[src/rtl/sdram_seq_pkg.sv]
`timescale 1ns/1ps
package sdram_seq_pkg;

    typedef enum logic [1:0] {
        CMD_NOP,
        CMD_PRE,
        CMD_REF,
        CMD_MRS
    } cmd_e;

    typedef enum logic [2:0] {
        ST_PAUSE,
        ST_TRP,
        ST_INITREF,
        ST_TMRD,
        ST_RUN,
        ST_FAULT
    } st_e;

endpackage

[src/rtl/sdram_refi_timer.sv]
`timescale 1ns/1ps
// Refresh interval down-counter with a pending-refresh accumulator.
module sdram_refi_timer #(
    parameter int REFI_W = 16,
    parameter int PEND_W = 4
) (
    input  logic              clk,
    input  logic              rst_n,
    input  logic              start,
    input  logic              issue,
    input  logic [REFI_W-1:0] interval,
    output logic              pend_nz
);
    localparam logic [REFI_W-1:0] C_ONE = 1;
    localparam logic [PEND_W-1:0] P_ONE = 1;

    typedef struct packed {
        logic [REFI_W-1:0] cnt;
        logic [PEND_W-1:0] pend;
    } tmr_t;

    tmr_t q, d;
    logic tick;

    always_comb begin
        d    = q;
        tick = 1'b0;
        if (start) begin
            d.cnt = interval;
        end else if (q.cnt != '0) begin
            if (q.cnt == C_ONE) begin
                tick  = 1'b1;
                d.cnt = interval;
            end else begin
                d.cnt = q.cnt - C_ONE;
            end
        end
        // a tick and an issue in one cycle cancel: the count stays put
        if (tick && !issue) begin
            if (q.pend != '1) d.pend = q.pend + P_ONE;
        end else if (!tick && issue) begin
            d.pend = q.pend - P_ONE;
        end
    end

    always_ff @(posedge clk) begin
        if (!rst_n) q <= '0;
        else        q <= d;
    end

    assign pend_nz = (q.pend != '0);

endmodule

[src/rtl/sdram_cmd_drive.sv]
`timescale 1ns/1ps
// Maps an abstract command onto SDRAM strobes and address lines.
module sdram_cmd_drive
    import sdram_seq_pkg::*;
#(
    parameter int ADDR_W = 13,
    parameter int BANK_W = 2,
    parameter int CL_W   = 3
) (
    input  cmd_e              cmd,
    input  logic [CL_W-1:0]   cas_lat,
    output logic              cs_n,
    output logic              ras_n,
    output logic              cas_n,
    output logic              we_n,
    output logic [BANK_W-1:0] ba,
    output logic [ADDR_W-1:0] addr
);
    localparam int AP_BIT = 10;
    localparam int CL_LSB = 4;

    always_comb begin
        cs_n  = 1'b0;
        ras_n = 1'b1;
        cas_n = 1'b1;
        we_n  = 1'b1;
        ba    = '0;
        addr  = '0;
        unique case (cmd)
            CMD_PRE: begin
                ras_n        = 1'b0;
                we_n         = 1'b0;
                addr[AP_BIT] = 1'b1;
            end
            CMD_REF: begin
                ras_n = 1'b0;
                cas_n = 1'b0;
            end
            CMD_MRS: begin
                ras_n                  = 1'b0;
                cas_n                  = 1'b0;
                we_n                   = 1'b0;
                addr[CL_LSB +: CL_W]   = cas_lat;
            end
            default: ;
        endcase
    end

endmodule

[src/rtl/sdram_init_seq.sv]
`timescale 1ns/1ps
// Power-up command sequencer with periodic refresh.
module sdram_init_seq
    import sdram_seq_pkg::*;
#(
    parameter int CLK_HZ    = 50_000_000,
    parameter int PAUSE_US  = 200,
    parameter int ADDR_W    = 13,
    parameter int BANK_W    = 2,
    parameter int TIM_W     = 4,
    parameter int REFI_W    = 16,
    parameter int PEND_W    = 4,
    parameter int INIT_REFS = 8,
    parameter int TMRD_CYC  = 3
) (
    input  logic              clk,
    input  logic              rst_n,
    input  logic [2:0]        cfg_cas_lat,
    input  logic [TIM_W-1:0]  cfg_trp,
    input  logic [TIM_W-1:0]  cfg_trc,
    input  logic [REFI_W-1:0] cfg_refi,
    input  logic [1:0]        cfg_col_code,
    input  logic [1:0]        cfg_row_code,
    input  logic              cfg_bank_code,
    input  logic              cfg_bus16,
    output logic              sd_cs_n,
    output logic              sd_ras_n,
    output logic              sd_cas_n,
    output logic              sd_we_n,
    output logic [BANK_W-1:0] sd_ba,
    output logic [ADDR_W-1:0] sd_addr,
    output logic              init_done,
    output logic              refresh_pulse,
    output logic              cfg_err,
    output logic [5:0]        size_log2
);
    localparam int PAUSE_CYC = (CLK_HZ / 1_000_000) * PAUSE_US;
    localparam int PW        = $clog2(PAUSE_CYC + 1);
    localparam int WAIT_W    = (PW > TIM_W) ? PW : TIM_W;
    localparam int RCNT_W    = $clog2(INIT_REFS + 1);

    localparam logic [WAIT_W-1:0] W_ONE     = 1;
    localparam logic [WAIT_W-1:0] PAUSE_LD  = WAIT_W'(PAUSE_CYC - 1);
    localparam logic [WAIT_W-1:0] TMRD_LD   = WAIT_W'(TMRD_CYC - 1);
    localparam logic [RCNT_W-1:0] R_ONE     = 1;
    localparam logic [RCNT_W-1:0] REFS_LAST = RCNT_W'(INIT_REFS);

    typedef struct packed {
        st_e               st;
        logic [WAIT_W-1:0] wait_cnt;
        logic [RCNT_W-1:0] refs;
        cmd_e              cmd;
        logic              done;
        logic              err;
        logic              rpulse;
    } seq_t;

    seq_t q, d;

    logic [WAIT_W-1:0] trp_ld, trc_ld;
    logic              tmr_start, tmr_issue, pend_nz;

    // spacing counts of zero behave as one
    always_comb begin
        trp_ld = (cfg_trp == '0) ? '0 : (WAIT_W'(cfg_trp) - W_ONE);
        trc_ld = (cfg_trc == '0) ? '0 : (WAIT_W'(cfg_trc) - W_ONE);
    end

    always_comb begin
        d         = q;
        d.cmd     = CMD_NOP;
        d.rpulse  = 1'b0;
        tmr_start = 1'b0;
        tmr_issue = 1'b0;
        unique case (q.st)
            ST_PAUSE: begin
                if (cfg_refi == '0) begin
                    d.st  = ST_FAULT;
                    d.err = 1'b1;
                end else if (q.wait_cnt == '0) begin
                    d.cmd      = CMD_PRE;
                    d.st       = ST_TRP;
                    d.wait_cnt = trp_ld;
                end else begin
                    d.wait_cnt = q.wait_cnt - W_ONE;
                end
            end
            ST_TRP: begin
                if (q.wait_cnt == '0) begin
                    d.cmd      = CMD_REF;
                    d.refs     = R_ONE;
                    d.st       = ST_INITREF;
                    d.wait_cnt = trc_ld;
                end else begin
                    d.wait_cnt = q.wait_cnt - W_ONE;
                end
            end
            ST_INITREF: begin
                if (q.wait_cnt != '0) begin
                    d.wait_cnt = q.wait_cnt - W_ONE;
                end else if (q.refs == REFS_LAST) begin
                    d.cmd      = CMD_MRS;
                    d.st       = ST_TMRD;
                    d.wait_cnt = TMRD_LD;
                end else begin
                    d.cmd      = CMD_REF;
                    d.refs     = q.refs + R_ONE;
                    d.wait_cnt = trc_ld;
                end
            end
            ST_TMRD: begin
                if (q.wait_cnt == '0) begin
                    d.st      = ST_RUN;
                    d.done    = 1'b1;
                    tmr_start = 1'b1;
                end else begin
                    d.wait_cnt = q.wait_cnt - W_ONE;
                end
            end
            ST_RUN: begin
                if (q.wait_cnt != '0) begin
                    d.wait_cnt = q.wait_cnt - W_ONE;
                end else if (pend_nz) begin
                    d.cmd      = CMD_REF;
                    d.rpulse   = 1'b1;
                    d.wait_cnt = trc_ld;
                    tmr_issue  = 1'b1;
                end
            end
            default: begin
                d.st  = ST_FAULT;
                d.err = 1'b1;
            end
        endcase
    end

    always_ff @(posedge clk) begin
        if (!rst_n) begin
            q          <= '0;
            q.st       <= ST_PAUSE;
            q.wait_cnt <= PAUSE_LD;
            q.cmd      <= CMD_NOP;
        end else begin
            q <= d;
        end
    end

    sdram_refi_timer #(
        .REFI_W (REFI_W),
        .PEND_W (PEND_W)
    ) u_timer (
        .clk      (clk),
        .rst_n    (rst_n),
        .start    (tmr_start),
        .issue    (tmr_issue),
        .interval (cfg_refi),
        .pend_nz  (pend_nz)
    );

    sdram_cmd_drive #(
        .ADDR_W (ADDR_W),
        .BANK_W (BANK_W),
        .CL_W   (3)
    ) u_drive (
        .cmd     (q.cmd),
        .cas_lat (cfg_cas_lat),
        .cs_n    (sd_cs_n),
        .ras_n   (sd_ras_n),
        .cas_n   (sd_cas_n),
        .we_n    (sd_we_n),
        .ba      (sd_ba),
        .addr    (sd_addr)
    );

    assign init_done     = q.done;
    assign refresh_pulse = q.rpulse;
    assign cfg_err       = q.err;
    assign size_log2     = 6'(cfg_col_code) + 6'd8 + 6'(cfg_row_code) + 6'd11
                         + 6'(cfg_bank_code) + 6'd1 + (cfg_bus16 ? 6'd1 : 6'd2);

endmodule

[config.mk]
export PLATFORM = sky130hd
export DESIGN_NAME = sdram_init_seq
export DESIGN_NICKNAME = d
export VERILOG_FILES = /design/src/rtl/sdram_seq_pkg.sv /design/src/rtl/sdram_refi_timer.sv /design/src/rtl/sdram_cmd_drive.sv /design/src/rtl/sdram_init_seq.sv
export SDC_FILE = /design/constraint.sdc
export NUM_CORES = 1
export LEC_CHECK = 0
export BUFFER_PORTS_ARGS = -buffer_cell sky130_fd_sc_hd__buf_2
export CORE_MARGIN = 2
export CORE_UTILIZATION = 35
export CTS_BUF_LIST = sky130_fd_sc_hd__clkbuf_2
export DETAILED_ROUTE_END_ITERATION = 7
export PLACE_DENSITY = 0.64
export SLEW_MARGIN = 20
export SYNTH_ARGS = -nofsm -noshare
export SYNTH_HDL_FRONTEND = slang
export SYNTH_HIERARCHICAL = 1
export SYNTH_SLANG_ARGS = --single-unit
[constraint.sdc]
create_clock -name clk -period 5.05 [get_ports clk]
set_input_delay 1.2625 -clock clk [delete_from_list [all_inputs] [get_ports clk]]
set_output_delay 1.2625 -clock clk [all_outputs]
set_load 0.03 [all_outputs]
==> impl_metrics.ini <==
[worst_setup_path]
cp.arrival_ns = 2.88
cpPeakStageDelay_ns = 0.53
timing.critical_path.from_type = input port
critPathKind = input port to output port
path_max_fanout = 2
required_ns = 3.79
r2r_slack_ns = 1.42
r2r-start = q[9]
reg2reg_depth = 14
r2r-end = u_timer/q[3]
cp_slowest_cell = fa_1
worstPathCellList = buf_2, fa_1, ha_1, inv_1, fa_1, xnor2_1, buf_2
cp-end-kind = output port

[layout]
diodes = 0
area_delta_synth_final_pct = 9.18
seq_area_um2 = 921
layout-drive-gt1-share = 0.182
fillers = 908
final_common_cell = buf_2
multi_input_area_mm2 = 0.00207
layout_common_cells = buf_2 (48), dfxtp_1 (46), nor2_1 (34)
nNetsFinal = 483

[min_path]
hold_class = register to register
min_from = cfg_err
worstHoldEndpoint = cfg_err
hold_depth = 2

[global_routing]
grt_max_degree = 29
antenna_found_initial = 0
overflow = 0
grt_pass1_wl_mm = 12.7
grt.total_usage = 0.153
grt_pass1_vias = 2686

[routing]
wire_per_inst_um = 13.8
firstDrtPassIters = 4
postRouteAntennaNets = 0
vias_per_cell = 5.57
route.detailed.drc = 0
vias = 3023
drt_iter0_drc = 149
totalWireLength_mm = 7.49

[sta]
hold-worst-slack_ns = 0.502
fmax_mhz = 242
period_share = 0.819
fin_tns_setup_ns = 0
worst_pin_slew_ns = 0.936
rsz0062_at_grt = no
relSlewSlack = 0.376
slew_viol_final = 0
finalClockSkew_ns = 0.0405
final_hold_viol_count = 0
setup_viol = 0
period_needed_ns = 4.14

[placed_design]
io_buffers = 48
dp_hpwl_mm = 5.68
gp_congestion = 0.818

[die]
core_area_mm2 = 0.00881
initial_core_util = 0.364
rows = 34
dieArea_mm2 = 0.00994
die_h_um = 99.7
die_w_um = 99.7
ios = 63

[run]
cap_violations = 0

[clock_network]
hold_buffers = 0
cts_resized = 0
post_cts_buffers = 0
cts_htree_levels = 2
clock-sinks = 46
clock_tree.buffer_depth = 2
insertion_delay_ns = 0.43
clk_pin_slew_ns = 0.25
cts_tree = yes
cts_made_buffers = 5
cts-root-buf = clkbuf_2

[logic_synthesis]
synth-compound-area-share = 0.232
syn-mean-instance-area_um2 = 8.15
synth-simple-area-share = 0.289
synth_ff_type = dfxtp_1
synthDistinctLibCells = 72
ys_seq_area_frac = 0.287
synthAdderAreaFrac = 0.0640
synthMuxAreaShare = 0.00937
synth_xor_area_frac = 0.0355
ys_warn_count = 6
synth_top_area_cell = dfxtp_1
synth_area_mm2 = 0.00320
ys_top_cells_by_area = dfxtp_1 (29%), a21oi_1 (4.1%), nor2_1 (4.0%)
yosys_register_bits = 46
async_flop_share = 0
synth_edf_count = 0
synth_top_area_share = 0.287
postSynthCellCount = 393
synth_top_family_by_area = simple AND/OR/NAND/NOR gates

[power_and_ir_drop]
peakVddDrop_uv = 319
power_density_mw_per_mm2 = 368
p_leak_nw = 1.38

[outcome]
status = complete, no violations
-- cells in the mapped netlist, types with 5 or more instances --
master    count
buf_4        14
nand2_1      23
a211oi_1     11
o211ai_1      6
nand2b_1      6
inv_1        22
and3_1        7
nand4_1       6
nor2_1       34
buf_2         5
or2_2         5
nor4_1        8
o21ai_0      14
clkbuf_1      5
o31ai_1       6
dfxtp_1      46
ha_1         10
nand3_1      10
or3_1         5
nor3_1       21
a21oi_1      26
xnor2_1       9
and2_1        6
-- state kept, by name, summed over array words and instances, names as in the netlist --
register,count
init_done,1
cfg_err,1
refresh_pulse,1
u_timer/q,20
q,23
-- cell type report --
cell class | instances | area share
multi-input cells | 310 | 0.592
well taps | 108 | 0.0386
flip-flops and latches | 46 | 0.263
clock buffers | 5 | 0.00715
clock inverters | 3 | 0.00465
repair buffers | 49 | 0.0708
inverters | 22 | 0.0236
-- cell families after synthesis --
| kind of cell | after synthesis |
|---|---|
| AND/OR/NAND/NOR | 161 |
| AO/OA/AOI/OAI | 105 |
| buffers and inverters | 48 |
| flip-flops | 46 |
| adder cells (fa/ha/maj) | 14 |
| XOR/XNOR | 13 |
| other | 3 |
| multiplexers | 3 |
-- per-stage QoR --
step                      area [um^2]  utilization  worst slack, ns  power [mW]  cells
after global routing             3500        0.397            0.821        1.38    543
after floorplan                  3250            -            0.900        1.01    404
after detailed placement         3460        0.393            0.900        1.13    535
after CTS                        3500        0.397            0.904        1.29    543
final                            3500        0.397            0.912        1.29    543
after global placement           3460        0.393            0.978        1.12    535
-- power by group --
part           switching [mW]  leakage (nW)  internal [mW]  total (mW)
clock network           0.125        0.0280         0.0320       0.157
registers              0.0731         0.374          0.424       0.497
logic                   0.372         0.973          0.260       0.632
-- worst max-delay path: cells and delay by family --
family                     cells  cell delay, ns
xor gates and xnor gates       1            0.16
adders and majority gates      3            1.06
buffers and inverters          3            0.38
-- worst max-delay path by stage --
stage / from / slack, ns / to / depth (start not counted)
global route: cfg_col_code[0] / 0.82 / size_log2[2] / 7
global placement: cfg_col_code[0] / 0.98 / size_log2[2] / 7
finish: cfg_col_code[0] / 0.91 / size_log2[2] / 7
detailed placement: cfg_col_code[0] / 0.90 / size_log2[2] / 7
CTS: cfg_col_code[0] / 0.90 / size_log2[2] / 7
floorplan: cfg_col_code[0] / 0.90 / size_log2[2] / 5
-- layer usage --
layer / track usage / part of all wire / up-vias / wire (um)
li1: - / - / 1509 / -
met2: 0.258 / 0.47 / 103 / 3540
met5: 0 / 0 / - / 0
met1: 0.203 / 0.47 / 1406 / 3510
met4: 0.0421 / 0.0091 / 0 / 68
met3: 0.0246 / 0.050 / 5 / 377
No activity file was read; power rests on OpenSTA's default activity.
